[src/rtl/sgw_pkg.sv]
package sgw_pkg;

    localparam int WORD_W     = 32;
    localparam int FRAG_AW    = 31;
    localparam int FRAG_LW    = 28;
    localparam int END_BIT    = 31;
    localparam int DESC_BYTES = 8;
    localparam int HI_OFFSET  = 4;

    typedef struct packed {
        logic [FRAG_AW-1:0] addr;
        logic [FRAG_LW-1:0] len;
        logic               last;
    } frag_t;

    typedef enum logic [2:0] {
        ST_IDLE,
        ST_REQ_LEN,
        ST_WAIT_LEN,
        ST_REQ_ADR,
        ST_WAIT_ADR,
        ST_EMIT
    } walk_st_e;

    function automatic frag_t decode_desc(input logic [WORD_W-1:0] len_word,
                                          input logic [WORD_W-1:0] adr_word);
        frag_t f;
        f.addr = adr_word[FRAG_AW-1:0];
        f.len  = len_word[FRAG_LW-1:0];
        f.last = len_word[END_BIT];
        return f;
    endfunction

endpackage

[src/rtl/sgw_ptr_gen.sv]
module sgw_ptr_gen #(
    parameter int AW     = 32,
    parameter int STEP   = 8,
    parameter int HI_OFS = 4
) (
    input  logic          clk,
    input  logic          rst,
    input  logic          load,
    input  logic [AW-1:0] base,
    input  logic          adv,
    input  logic          sel_hi,
    output logic [AW-1:0] addr
);
    localparam logic [AW-1:0] STEP_V = AW'(STEP);
    localparam logic [AW-1:0] HI_V   = AW'(HI_OFS);

    logic [AW-1:0] ptr_q;

    always_ff @(posedge clk) begin
        if (rst) begin
            ptr_q <= '0;
        end else if (load) begin
            ptr_q <= base;
        end else if (adv) begin
            ptr_q <= ptr_q + STEP_V;
        end
    end

    assign addr = sel_hi ? (ptr_q + HI_V) : ptr_q;

    AST_LOAD_ADV_EXCL: assert property (@(posedge clk) disable iff (rst)
        !(load && adv));

endmodule

[src/rtl/sgw_desc_latch.sv]
module sgw_desc_latch
    import sgw_pkg::*;
(
    input  logic              clk,
    input  logic              rst,
    input  logic              cap_len,
    input  logic              cap_adr,
    input  logic [WORD_W-1:0] rdata,
    output frag_t             frag
);
    logic [WORD_W-1:0] len_word_q;
    frag_t             frag_q;

    always_ff @(posedge clk) begin
        if (rst) begin
            len_word_q <= '0;
            frag_q     <= '0;
        end else begin
            if (cap_len) len_word_q <= rdata;
            if (cap_adr) frag_q     <= decode_desc(len_word_q, rdata);
        end
    end

    assign frag = frag_q;

    AST_CAP_ORDER: assert property (@(posedge clk) disable iff (rst)
        cap_len |=> !cap_adr);

endmodule

[src/rtl/sgw_entry_ctr.sv]
module sgw_entry_ctr #(
    parameter int MAX_ENTRIES = 256
) (
    input  logic clk,
    input  logic rst,
    input  logic clr,
    input  logic inc,
    output logic at_cap
);
    localparam int CNT_W = (MAX_ENTRIES > 1) ? $clog2(MAX_ENTRIES) : 1;
    localparam logic [CNT_W-1:0] CAP_V = CNT_W'(MAX_ENTRIES - 1);

    logic [CNT_W-1:0] cnt_q;

    always_ff @(posedge clk) begin
        if (rst || clr) begin
            cnt_q <= '0;
        end else if (inc) begin
            cnt_q <= cnt_q + 1'b1;
        end
    end

    assign at_cap = (cnt_q == CAP_V);

    AST_CTR_NO_WRAP: assert property (@(posedge clk) disable iff (rst)
        inc |-> !at_cap);

endmodule

[src/rtl/sgw_walker.sv]
module sgw_walker
    import sgw_pkg::*;
#(
    parameter int MAX_ENTRIES = 256
) (
    input  logic               clk,
    input  logic               rst,
    input  logic               start,
    input  logic [WORD_W-1:0]  base_addr,
    output logic               busy,
    output logic               done,
    output logic               err_overrun,
    output logic               err_mem,
    output logic               mem_req,
    output logic [WORD_W-1:0]  mem_addr,
    input  logic               mem_rvalid,
    input  logic [WORD_W-1:0]  mem_rdata,
    input  logic               mem_rerr,
    output logic               frag_valid,
    input  logic               frag_ready,
    output logic [FRAG_AW-1:0] frag_addr,
    output logic [FRAG_LW-1:0] frag_len,
    output logic               frag_last
);
    walk_st_e st_q, st_d;
    logic     done_q, ovr_q, merr_q;
    logic     launch, emit_hs, step, cap_len, cap_adr, at_cap, rd_ok, rd_bad;
    frag_t    frag;

    assign launch  = (st_q == ST_IDLE) && start;
    assign emit_hs = (st_q == ST_EMIT) && frag_ready;
    assign step    = emit_hs && !frag.last && !at_cap;
    assign rd_ok   = mem_rvalid && !mem_rerr;
    assign rd_bad  = mem_rvalid && mem_rerr;
    assign cap_len = (st_q == ST_WAIT_LEN) && rd_ok;
    assign cap_adr = (st_q == ST_WAIT_ADR) && rd_ok;

    always_comb begin
        st_d = st_q;
        unique case (st_q)
            ST_IDLE:     if (start) st_d = ST_REQ_LEN;
            ST_REQ_LEN:  st_d = ST_WAIT_LEN;
            ST_WAIT_LEN: if (rd_bad) st_d = ST_IDLE;
                         else if (rd_ok) st_d = ST_REQ_ADR;
            ST_REQ_ADR:  st_d = ST_WAIT_ADR;
            ST_WAIT_ADR: if (rd_bad) st_d = ST_IDLE;
                         else if (rd_ok) st_d = ST_EMIT;
            ST_EMIT:     if (frag_ready) st_d = step ? ST_REQ_LEN : ST_IDLE;
            default:     st_d = ST_IDLE;
        endcase
    end

    always_ff @(posedge clk) begin
        if (rst) begin
            st_q   <= ST_IDLE;
            done_q <= 1'b0;
            ovr_q  <= 1'b0;
            merr_q <= 1'b0;
        end else begin
            st_q   <= st_d;
            done_q <= emit_hs && frag.last;
            ovr_q  <= emit_hs && !frag.last && at_cap;
            merr_q <= ((st_q == ST_WAIT_LEN) || (st_q == ST_WAIT_ADR)) && rd_bad;
        end
    end

    sgw_ptr_gen #(
        .AW     (WORD_W),
        .STEP   (DESC_BYTES),
        .HI_OFS (HI_OFFSET)
    ) u_ptr (
        .clk    (clk),
        .rst    (rst),
        .load   (launch),
        .base   (base_addr),
        .adv    (step),
        .sel_hi (st_q == ST_REQ_ADR),
        .addr   (mem_addr)
    );

    sgw_desc_latch u_desc (
        .clk     (clk),
        .rst     (rst),
        .cap_len (cap_len),
        .cap_adr (cap_adr),
        .rdata   (mem_rdata),
        .frag    (frag)
    );

    sgw_entry_ctr #(
        .MAX_ENTRIES (MAX_ENTRIES)
    ) u_ctr (
        .clk    (clk),
        .rst    (rst),
        .clr    (launch),
        .inc    (step),
        .at_cap (at_cap)
    );

    assign busy        = (st_q != ST_IDLE);
    assign mem_req     = (st_q == ST_REQ_LEN) || (st_q == ST_REQ_ADR);
    assign frag_valid  = (st_q == ST_EMIT);
    assign frag_addr   = frag.addr;
    assign frag_len    = frag.len;
    assign frag_last   = frag.last;
    assign done        = done_q;
    assign err_overrun = ovr_q;
    assign err_mem     = merr_q;

    AST_IDLE_QUIET: assert property (@(posedge clk) disable iff (rst)
        !busy |-> (!frag_valid && !mem_req));
    AST_SINGLE_REQ: assert property (@(posedge clk) disable iff (rst)
        mem_req |=> !mem_req);
    AST_FRAG_HOLD: assert property (@(posedge clk) disable iff (rst)
        (frag_valid && !frag_ready) |=> (frag_valid && $stable(frag_addr)
                                         && $stable(frag_len) && $stable(frag_last)));
    AST_DONE_AFTER_LAST: assert property (@(posedge clk) disable iff (rst)
        done |-> $past(frag_valid && frag_ready && frag_last));
    AST_END_EXCL: assert property (@(posedge clk) disable iff (rst)
        $countones({done, err_overrun, err_mem}) <= 1);
    AST_MERR_CAUSE: assert property (@(posedge clk) disable iff (rst)
        err_mem |-> $past(mem_rvalid && mem_rerr));

endmodule

[config.mk]
export PLATFORM = sky130hd
export DESIGN_NAME = sgw_walker
export DESIGN_NICKNAME = d
export VERILOG_FILES = /design/src/rtl/sgw_pkg.sv /design/src/rtl/sgw_ptr_gen.sv /design/src/rtl/sgw_desc_latch.sv /design/src/rtl/sgw_entry_ctr.sv /design/src/rtl/sgw_walker.sv
export SDC_FILE = /design/constraint.sdc
export NUM_CORES = 1
export LEC_CHECK = 0
export ABC_AREA = 0
export CAP_MARGIN = 20
export CELL_PAD_IN_SITES_DETAIL_PLACEMENT = 1
export CELL_PAD_IN_SITES_GLOBAL_PLACEMENT = 1
export CORE_MARGIN = 4
export CORE_UTILIZATION = 25
export DETAILED_ROUTE_END_ITERATION = 6
export DONT_BUFFER_PORTS = 1
export GPL_TIMING_DRIVEN = 0
export PLACE_DENSITY = 0.58
export SYNTH_ARGS = -nofsm -noshare
export SYNTH_HDL_FRONTEND = slang
export SYNTH_SLANG_ARGS = --single-unit
[constraint.sdc]
create_clock -name clk -period 2.9 [get_ports clk]
set_input_delay 0.145 -clock clk [delete_from_list [all_inputs] [get_ports clk]]
set_output_delay 0.145 -clock clk [all_outputs]
set_load 0.01 [all_outputs]
-- Word-level counts from Yosys, hierarchy flattened
Cells that the tools add are included.
- output and inout port bits: 98
- flip-flop bits (word level): 138
- input port bits: 70
- logic and storage cells: 55
- reduce and logical (&&, ||, !) cells: 21
- add/sub/neg operators: 3
- equality and inequality tests: 10
- muxes and demuxes: 11
- operator list (kind ; count):
    32-bit two-way mux ; 3
    32-bit by 3-bit adder with 32-bit output (second input constant) ; 1
    32-bit by 4-bit adder with 32-bit output (second input constant) ; 1
    3-bit two-way mux ; 6
    3-bit one-hot mux with 6 select lines ; 1
    1-bit logical AND ; 11
    8-bit by 1-bit adder with 8-bit output (second input constant) ; 1
    8-bit equality test (second input constant) ; 1
    3-bit by 2-bit equality test with 1-bit output (second input constant) ; 2
    3-bit equality test (second input constant) ; 2
    3-bit != test (second input constant) ; 2
    4-bit AND reduction ; 1
    3-bit by 1-bit equality test with 1-bit output (second input constant) ; 1
    1-bit logical NOT ; 3
    3-bit logical NOT ; 1
    1-bit logical OR ; 3
    3-bit nonzero test ; 1
    2-bit by 1-bit != test with 1-bit output (second input constant) ; 1
    2-bit != test (second input constant) ; 1
    2-bit nonzero test ; 1
    1-bit two-way mux ; 1

-- Depth between registers and ports, before layout
Gate-level depths: netlist (run 1).
- depth in word-level cells: 7
- mapped depth: 8
- gate-level depth less buffers: 6

-- By module
Synthesis (run 1) repeated with hierarchy kept, for this count alone.
- cells, all modules: 687
- area, all modules: 6324.8 um2
- by module, submodules not included (module ; cells an instance ; times used ; area each (um2) ; seq. area each (um2)):
    sgw_desc_latch ; 287 ; 1 ; 3158.0 ; 1781.7
    sgw_ptr_gen ; 315 ; 1 ; 2424.8 ; 640.6
    sgw_walker ; 45 ; 1 ; 386.6 ; 120.1
    sgw_entry_ctr ; 40 ; 1 ; 355.3 ; 160.2

-- Least setup slack after synthesis (run 1)
No wires, ideal clock.
- path kind: register to register
- start: register u_ptr.ptr_q[3]
- end: register u_ptr.ptr_q[27]
- path buffers: 0
- stages on the path, launching flop included: 7
- library setup time: 0.103 ns
- data required time: 2.797 ns
- setup slack: 0.810 ns
- data arrival time: 1.987 ns
- period minus slack after synthesis: 2.090 ns
- cell sequence: dfxtp_1 > ha_1 > nand4_1 > or4_4 > nor4_4 > nor3_1 > a2111oi_2
- cells in the longest elaborated chain, start to end: 3
- ends and longest elaborated chain (element ; RTL line ; RTL):
    from (decl) ; sgw_ptr_gen.sv:17 ; logic [AW-1:0] ptr_q;
    from (signal assigned) ; sgw_ptr_gen.sv:23 ; ptr_q <= base;
    from (signal assigned) ; sgw_ptr_gen.sv:25 ; ptr_q <= ptr_q + STEP_V;
    32-bit by 4-bit adder with 32-bit output ; sgw_ptr_gen.sv:25 ;
    32-bit two-way mux ; sgw_ptr_gen.sv:24 ; end else if (adv) begin
    32-bit two-way mux ; sgw_ptr_gen.sv:22 ; end else if (load) begin
No other way between the ends. The select of a mux whose other input is x is not followed.
A chain may end at the register's enable or synchronous reset.

-- Final worst setup path (run 1)
- start: register u_ctr.cnt_q[0]
- end: register st_q[0]
- cells in the longest elaborated chain, start to end: 6
- ends and longest elaborated chain (element ; RTL line ; RTL):
    from (decl) ; sgw_entry_ctr.sv:13 ; logic [CNT_W-1:0] cnt_q;
    from (signal assigned) ; sgw_entry_ctr.sv:19 ; cnt_q <= cnt_q + 1'b1;
    8-bit equality test ; sgw_entry_ctr.sv:23 ; assign at_cap = (cnt_q == CAP_V);
    1-bit logical NOT ; sgw_walker.sv:32 ; assign step = emit_hs && !frag.last && !at_cap;
    1-bit logical AND ; sgw_walker.sv:32 ;
    1-bit two-way mux ; sgw_walker.sv:48 ; ST_EMIT: if (frag_ready) st_d = step ? ST_REQ_LEN : ST_IDLE;
    3-bit two-way mux ; sgw_walker.sv:48 ;
    3-bit one-hot mux with 6 select lines ; sgw_walker.sv:40 ; unique case (st_q)
    to (signal assigned) ; sgw_walker.sv:60 ; st_q <= st_d;
    to (decl) ; sgw_walker.sv:25 ; walk_st_e st_q, st_d;
No other way between the ends. The select of a mux whose other input is x is not followed.

==> results of run 1 <==
[cell usage in the layout (no fill, tap or decap), types with 5 or more instances in the layout]
cell	n
nand3_1	12
o21ai_0	8
dfxtp_1	133
nor2_1	49
clkbuf_16	17
nand4_1	11
nand2_1	232
buf_2	12
a311oi_1	5
a21oi_1	107
xor2_1	21
a211oi_1	15
dlygate4sd3_1	69
clkbuf_1	40
xnor2_1	27
nor3_1	14
nor4_1	6
and3_1	13
or3_1	6
buf_4	6
inv_8	6
[per-stage QoR]
step                total power [W]  setup slack [ns]  cell area [um^2]  utilization [%]  hold WS [ns]
floorplan                   0.00241             0.810              6120                -         0.270
global placement            0.00257             0.296              6530             27.0         0.283
detailed placement          0.00258             0.298              6530             27.0         0.290
CTS                         0.00494            0.0124              7840             32.4       0.00228
global route                0.00509            0.0193              7850             32.5        0.0519
finish                      0.00487             0.195              7850             32.5        0.0188
[sequential cells by signal (all words and copies together), names as in the netlist]
name and count:
done 1, u_ctr.cnt_q 8, st_q 3, u_ptr.ptr_q 32, u_desc.len_word_q 29, u_desc.frag 60, err_mem 1, err_overrun 1
[tightest hold or removal path: cells and delay by family]
kind | cells | cell delay, ns
and+or+nand+nor | 1 | 0.03
AOI/OAI and AO/OA | 2 | 0.21
[power groups by stage]
stage / Combinational [W] / Sequential, W / Clock [W]
6_report: 0.000615 / 0.00201 / 0.00224
5_1_grt: 0.000678 / 0.00203 / 0.00238
4_1_cts: 0.000620 / 0.00201 / 0.00231
3_5_place_dp: 0.000527 / 0.00206 / 0
3_3_place_gp: 0.000518 / 0.00205 / 0
2_1_floorplan: 0.000383 / 0.00203 / 0
[per-layer routing]
metal	vias up	wire, um
li1	2842	-
met2	132	10400
met4	0	306
met5	-	0
met3	21	1480
met1	2741	9900
[worst max path at each step]
stage | from | end | depth (start not counted)
2_1_floorplan | u_ptr.ptr_q[3] | u_ptr.ptr_q[27] | 6
3_3_place_gp | u_ptr.ptr_q[3] | mem_addr[26] | 6
3_5_place_dp | u_ptr.ptr_q[3] | mem_addr[26] | 6
4_1_cts | st_q[0] | mem_addr[23] | 6
5_1_grt | u_ptr.ptr_q[2] | mem_addr[26] | 6
6_report | u_ctr.cnt_q[0] | st_q[0] | 9
[final cells by class]
cell class	instances	area share, %
clock inverters	15	2.28
plain buffers	62	3.46
repair buffers	69	8.80
clock buffers	17	5.42
flip-flops and latches	135	34.5
multi-input cells	585	40.3
inverters	3	0.143
well taps	324	5.17
[logic make-up after synthesis]
logic type | Yosys count
and+or+nand+nor | 376
AOI/OAI and AO/OA | 155
DFF | 135
buffers and inverters | 65
xor gates and xnor gates | 48
muxes | 3
adders and majority gates | 3
[what timing repair did]
| action | CTS | global route |
|---|---|---|
| endpoints found under the setup margin | 8 | 11 |
| pin swaps | 0 | 3 |
| gates resized for setup | 2 | 7 |
| endpoints found under the hold margin | 96 | 0 |
| hold buffers | 69 | 0 |
==> results.toml, run 1 <==
[status]
status = "completed"

[die]
initial_utilization_pct = 25.3
fp.dieW_um = 165
die_y_um = 165
row_count = 57
fp.dieArea_um2 = 27100
core-area_um2 = 24200
io_pins = 168

[logic_synthesis]
synthesis.nets = 858
synth_mux_area_share_pct = 0.511
synth_edf_count = 0
synth_compound_area_share_pct = 14.8
seq_area_frac_synth_pct = 44.1
yosysWarnings = 0
syn_avg_cell_area_um2 = 7.80
synth_cell_types = 49
synth_most_common_cell = "nand2_1"
synth_top_area_cell = "dfxtp_1"
synth_area_um2 = 6120
synthXorXnorAreaFrac_pct = 6.87
yosysTopAreaCellShare_pct = 44.1
async_flop_share_pct = 0
synth_common_cells = "nand2_1, dfxtp_1, a21oi_1"
syn_inst = 785
synth_top_flop_cell = "dfxtp_1"
synthAdderAreaFrac_pct = 0.613
ys_seq_elements = 135
ys_top_cells_by_area = "dfxtp_1, nand2_1, a21oi_1"
synth_top_family_by_area = "simple AND/OR/NAND/NOR gates"
synth-simple-area-share_pct = 28.5

[clock_network]
clockBufferDepth = 2
cts_setup_buffers = 0
cts_tree = "done"
clkSinkCount = 135
worstSkewPairLatency_ns = 0.43
cts_buffers = 17
h-tree-depth = 4
root_buffer = "clkbuf_16"
clkTransAtPathRegs_ns = 0.07

[worst_setup_path]
worstPathCellList = "ha_1 > and3_1 > a211o_2 > buf_4 > buf_2 > o21ai_0 > o2111ai_1 > a21oi_1 > dlygate4sd3_1"
critical_path_class = "reg2reg"
worst-path-max-fanout = 10
worstRegToRegCells = 9
cp_data_arrival_time_ns = 3.07
r2r-end = "st_q[0]"
start_kind = "flop"
cp-end-kind = "flop"
path_buf_inv = 3
critPathMaxStageDelay_ns = 0.57
reg2reg_from = "u_ctr.cnt_q[0]"
cp_slowest_cell = "dlygate4sd3_1"
r2r_setup_slack_ns = 0.20
required_ns = 3.26
crit_family = "buffers and inverters"

[power_and_ir_drop]
irDropWorstVdd_uv = 285
leakagePower_nw = 2.64
p_sw_w = 0.00146
comb_power_share_pct = 12.6
power_frac_clock_pct = 46.0
p_int_w = 0.00340
seq_power_share_pct = 41.4
p_per_area_nw_per_um2 = 620
p_sw_share_pct = 30.1

[sta]
period_minus_slack_ns = 2.70
fmax_ghz = 0.370
finalHoldViolCount = 0
skew_ns = 0.0123
drv_slew = 0
relSlewSlack_pct = 46.7
tightestPinTransition_ns = 0.799
rsz0062_at_grt = "false"
setup_viol = 0
fin_tns_setup_ns = 0
finalCritPeriodShare_pct = 93.3

[grt]
grt_use_met2_pct = 27.2
grt_pass1_wl_um = 34200
grt_pass1_vias = 6025
grtUsageMet1_pct = 20.4
met3_usage_pct = 5.09
overflow = 0
grt_usage_pct = 16.2
grt_most_used_layer = "met2"
antenna_found_initial = 0
grt_start_max_net_pins = 17

[placed_design]
gp_congestion = 0.785
dp_hpwl_um = 16200
portBuffers = 0
place_inst = 1109

[routing]
avgViaCountPerCell = 4.74
drt_wl_total_um = 22100
ant_nets = 0
routedWlPerCell_um = 18.2
drt_first_pass_iters = 4
drc = 0
routed-via-count = 5736
drt-initial-drc-count = 202

[layout]
n_fill_cell = 2911
fin_cells = 1210
drive_above_1_share_pct = 8.13
nets = 946
seqCellArea_um2 = 2710
area_growth_pct = 28.2
multi_input_area_um2 = 3160
diodes = 0

[worst_hold_path]
min_from = "frag_ready"
min_to = "st_q[2]"
min_path_cells = 3
hold_class = "in2reg"

[job]
drv_cap = 0
Note: power is estimated with default switching activity, not from simulation.
==> run 2, diff against run 1 <==
- PLACE_DENSITY: 0.58 -> 0.53
==> run 2 against run 1 <==
Compared with the run above: power decreased by 0.26%; utilization increased by 0.21 points; largest power group unchanged; hold slack improved by 0.0066 ns; highest routed layer unchanged; first-iteration DRC count decreased by 13%; combinational power decreased by 1%; clock skew increased by 0.0036 ns; register-to-register slack improved by 0.02 ns; largest cell class unchanged.
==> results.toml, run 2 (synthesized netlist as in run 1, its figures left out) <==
[die]
row_count = 57
initial_utilization_pct = 25.3
die_y_um = 165
fp.dieW_um = 165
io_pins = 168
core-area_um2 = 24200
fp.dieArea_um2 = 27100

[power_and_ir_drop]
p_sw_share_pct = 31.2
power_frac_clock_pct = 46.0
leakagePower_nw = 2.66
p_per_area_nw_per_um2 = 615
seq_power_share_pct = 41.5
p_int_w = 0.00334
p_sw_w = 0.00151
comb_power_share_pct = 12.5
irDropWorstVdd_uv = 293

[layout]
fin_cells = 1214
largest_reg_flops = 60
n_fill_cell = 2910
final_cell_mix = "nand2_1, dfxtp_1, a21oi_1, dlygate4sd3_1, nor2_1"
drive_above_1_share_pct = 8.43
seqCellArea_um2 = 2700
multi_input_area_um2 = 3150
area_growth_pct = 29.0
nets = 950
final_common_cell = "nand2_1"
diodes = 0

[sta]
skew_ns = 0.0159
drv_slew = 0
fmax_ghz = 0.359
setup_viol = 0
fin_tns_setup_ns = 0
finalWorstSetupSlack_ns = 0.111
finalCritPeriodShare_pct = 96.2
rsz0062_at_grt = "false"
relSlewSlack_pct = 47.5
period_minus_slack_ns = 2.79
finalHoldViolCount = 0
tightestPinTransition_ns = 0.788

[routing]
wl_met3_um = 1530
drt_wl_total_um = 22200
avgViaCountPerCell = 4.72
drt-initial-drc-count = 175
route.met2.wl_um = 10500
met1Wirelength_um = 9980
top_layer_used = "met4"
routedWlPerCell_um = 18.3
drc = 0
drt_first_pass_iters = 4
routed-via-count = 5725
ant_nets = 0

[grt]
overflow = 0
grt_usage_pct = 16.4
grt_pass1_vias = 5997
antenna_found_initial = 0
grt_start_max_net_pins = 19
grt_pass1_wl_um = 34400

[worst_setup_path]
worstPathCellList = "ha_2 > nand4_1 > or4_4 > nor3_1 > xor2_1"
cp_data_arrival_time_ns = 2.64
cp-end-kind = "output port"
cp_slowest_cell = "or4_4"
start_kind = "flop"
critPathMaxStageDelay_ns = 0.63
required_ns = 2.76
worst-path-max-fanout = 6
path_buf_inv = 0
r2r_setup_slack_ns = 0.22
crit_family = "simple AND/OR/NAND/NOR gates"
critical_path_class = "reg2out"

[clock_network]
cts_buffers = 17
root_buffer = "clkbuf_16"
clockBufferDepth = 2
clkSinkCount = 135
h-tree-depth = 4
cts_tree = "done"
worstSkewPairLatency_ns = 0.43
clkTransAtPathRegs_ns = 0.06

[placed_design]
gp_congestion = 0.750
dpl_worst_slack_ns = 0.318
dp_hpwl_um = 16400
place_inst = 1109
portBuffers = 0

[worst_hold_path]
hold_class = "in2reg"

[status]
status = "completed"

[job]
drv_cap = 0
run 2: changes by cell type in the layout (fill, tap and decap cells not counted), moves of 2 or more:
| cell | delta |
|---|---|
| inv_8 | -3 |
| clkinv_8 | +7 |
| inv_6 | -2 |
| buf_4 | +4 |
run 2: worst min-delay path, delay by kind of cell:
kind,cells,cell delay (ns)
AO/OA/AOI/OAI,1,0.06
AND/OR/NAND/NOR,1,0.05
multiplexers,1,0.13
run 2: final cells by class:
type	instances	share of cell area, %
multi-input cells	585	39.9
flip-flops and latches	135	34.2
repair buffers	73	9.12
clock buffers	17	5.39
well taps	324	5.13
plain buffers	62	3.44
clock inverters	15	2.61
inverters	3	0.143
run 2: worst paths after layout:
check | start | to | cells after the start
setup / recovery | u_ptr.ptr_q[4] | mem_addr[31] | 5
hold / removal | mem_rvalid | st_q[1] | 3
setup reg to reg | u_ctr.cnt_q[0] | st_q[0] | 9
hold reg to reg | u_desc.len_word_q[23] | u_desc.frag[24] | 2
run 2: layer usage:
metal,vias to the layer above,track usage (%)
met3,18,5.42
met5,-,0
met1,2736,20.5
met4,0,3.74
met2,130,27.6
li1,2841,-
run 2: stage by stage:
stage | hold slack [ns] | utilization, % | area (um^2) | total power [W]
floorplan | 0.270 | - | 6120 | 0.00241
global placement | 0.283 | 27.0 | 6530 | 0.00258
detailed placement | 0.289 | 27.0 | 6530 | 0.00258
CTS | 0.00819 | 32.5 | 7860 | 0.00494
global route | 0.0465 | 32.7 | 7900 | 0.00509
finish | 0.0254 | 32.7 | 7900 | 0.00486
run 2: timing repair:
item	4_1_cts	5_1_grt
hold buffers	69	0
gates resized for setup	2	5
setup buffers	0	4
pin swaps	0	3
setup endpoints to repair	7	10
endpoints found under the hold margin	97	0
run 2: power by group through the flow:
stage          Combinational [W]  Clock (W)  Sequential, W
2_1_floorplan           0.000383          0        0.00203
3_3_place_gp            0.000523          0        0.00206
3_5_place_dp            0.000526          0        0.00206
4_1_cts                 0.000620    0.00231        0.00201
5_1_grt                 0.000677    0.00239        0.00203
6_report                0.000609    0.00223        0.00202
==> run 3, diff against run 2 <==
- CORE_ASPECT_RATIO: unset -> 0.75
- CORE_UTILIZATION: 25 -> 40
- PLACE_DENSITY: 0.53 -> 0.75
==> run 3 against run 2 <==
Compared with the run above: first-iteration DRC count rose by 130%; final area down 2.4%; global-route usage grew 9.4 points; critical endpoint is now mem_addr[25]; highest routed layer unchanged.
==> results.toml, run 3 (synthesized netlist as in run 1, its figures left out) <==
[status]
status = "completed"

[worst_setup_path]
cp-end-kind = "output port"
worst-path-max-fanout = 6
critical_path_class = "reg2out"
required_ns = 2.76
start_kind = "flop"
cp_data_arrival_time_ns = 2.61

[die]
fp.dieW_um = 151
core-area_um2 = 14700
die_y_um = 115
io_pins = 168
initial_utilization_pct = 41.5
row_count = 38
fp.dieArea_um2 = 17400

[routing]
drt_wl_total_um = 22500
routedWlPerCell_um = 20.7
ant_nets = 0
avgViaCountPerCell = 5.55
drc = 0
routed-via-count = 6049
drt-initial-drc-count = 399
drt_first_pass_iters = 5

[layout]
design_area_um2 = 7710
final_common_cell = "nand2_1"
largest_reg_flops = 60
final_cell_mix = "nand2_1, dfxtp_1, a21oi_1, dlygate4sd3_1, nor2_1"
n_fill_cell = 1782
nets = 947
area_growth_pct = 26.0
drive_above_1_share_pct = 8.23

[power_and_ir_drop]
seq_power_share_pct = 41.2
leakagePower_nw = 2.63
p_sw_share_pct = 27.6
comb_power_share_pct = 12.6
power_frac_clock_pct = 46.3
p_sw_w = 0.00135
p_int_w = 0.00355
irDropWorstVdd_uv = 389
p_per_area_nw_per_um2 = 635

[sta]
fin_tns_setup_ns = 0
drv_slew = 0
setup_viol = 0
rsz0062_at_grt = "false"
period_minus_slack_ns = 2.76
fmax_ghz = 0.362
finalHoldViolCount = 0
tightestPinTransition_ns = 0.719
skew_ns = 0.0133
relSlewSlack_pct = 52.0
finalCritPeriodShare_pct = 95.1

[clock_network]
h-tree-depth = 4
cts_tree = "done"
root_buffer = "clkbuf_16"
clkSinkCount = 135
worstSkewPairLatency_ns = 0.42
clockBufferDepth = 2
clkTransAtPathRegs_ns = 0.06
cts_buffers = 17

[grt]
grt_usage_pct = 25.8
grt_pass1_wl_um = 34700
overflow = 0
grt_start_max_net_pins = 17
grt_pass1_vias = 6321
antenna_found_initial = 2

[job]
drv_cap = 0

[placed_design]
portBuffers = 0
gp_congestion = 0.926
placed_area_um2 = 6370
dp_hpwl_um = 16100

[worst_hold_path]
hold_class = "in2reg"
run 3: final timing paths:
check | start | endpoint | slack (ns) | cells past startpoint
setup / recovery | u_ptr.ptr_q[4] | mem_addr[25] | 0.14 | 6
hold / removal | start | st_q[0] | 0.03 | 2
setup reg to reg | u_ptr.ptr_q[4] | u_ptr.ptr_q[25] | 0.31 | 6
hold reg to reg | u_desc.len_word_q[7] | u_desc.len_word_q[7] | 0.46 | 2
run 3: repair_timing:
action / 4_1_cts / 5_1_grt
endpoints found under the hold margin: 94 / 0
gates resized for setup: 3 / 6
endpoints found under the setup margin: 8 / 9
gates cloned: 0 / 0
buffers inserted: 0 / 2
pin swaps: 1 / 3
hold buffers: 68 / 0
run 3: per-layer routing:
layer  track usage [%]  vias up  routed length [um]
met5                 0        -                   0
li1                  -     2845                   -
met4              8.39        0                 422
met2              41.3      186               10300
met3              8.23       31                1680
met1              33.2     2987               10100
run 3: stage by stage:
| step | utilization, % | setup WS [ns] | cells | power (W) | hold WS (ns) |
|---|---|---|---|---|---|
| 2_1_floorplan | - | 0.810 | 785 | 0.00241 | 0.270 |
| 3_3_place_gp | 43.2 | 0.167 | 985 | 0.00254 | 0.278 |
| 3_5_place_dp | 43.2 | 0.0786 | 985 | 0.00257 | 0.284 |
| 4_1_cts | 52.1 | 0.0199 | 1085 | 0.00491 | 0.0169 |
| 5_1_grt | 52.3 | 0.0182 | 1089 | 0.00507 | 0.0519 |
| 6_report | 52.3 | 0.141 | 1089 | 0.00490 | 0.0317 |
run 3: power groups by stage:
stage          combinational (W)  clock (W)  sequential (W)
2_1_floorplan           0.000383          0         0.00203
3_3_place_gp            0.000496          0         0.00205
3_5_place_dp            0.000517          0         0.00205
4_1_cts                 0.000608    0.00229         0.00201
5_1_grt                 0.000673    0.00238         0.00203
6_report                0.000615    0.00227         0.00202
run 3: final cells by class:
class                           count  area [um^2]  area share [%]
Timing Repair Buffer               70          696            9.02
Sequential cell                   135         2700            35.1
Antenna cell                        2         5.00          0.0649
Clock inverter                     13          166            2.16
Multi-Input combinational cell    585         3170            41.0
Clock buffer                       19          443            5.74
Inverter                            3         11.3           0.146
Tap cell                          200          250            3.24
Buffer                             62          272            3.52
run 3: worst max-delay path, stage by stage, from the launching register on:
cell,delay (ns)
dfxtp_1,0.47
ha_2,0.30
nand4_1,0.25
nor4_4,0.33
nand2_1,0.22
nor3_1,0.28
xor2_1,0.34
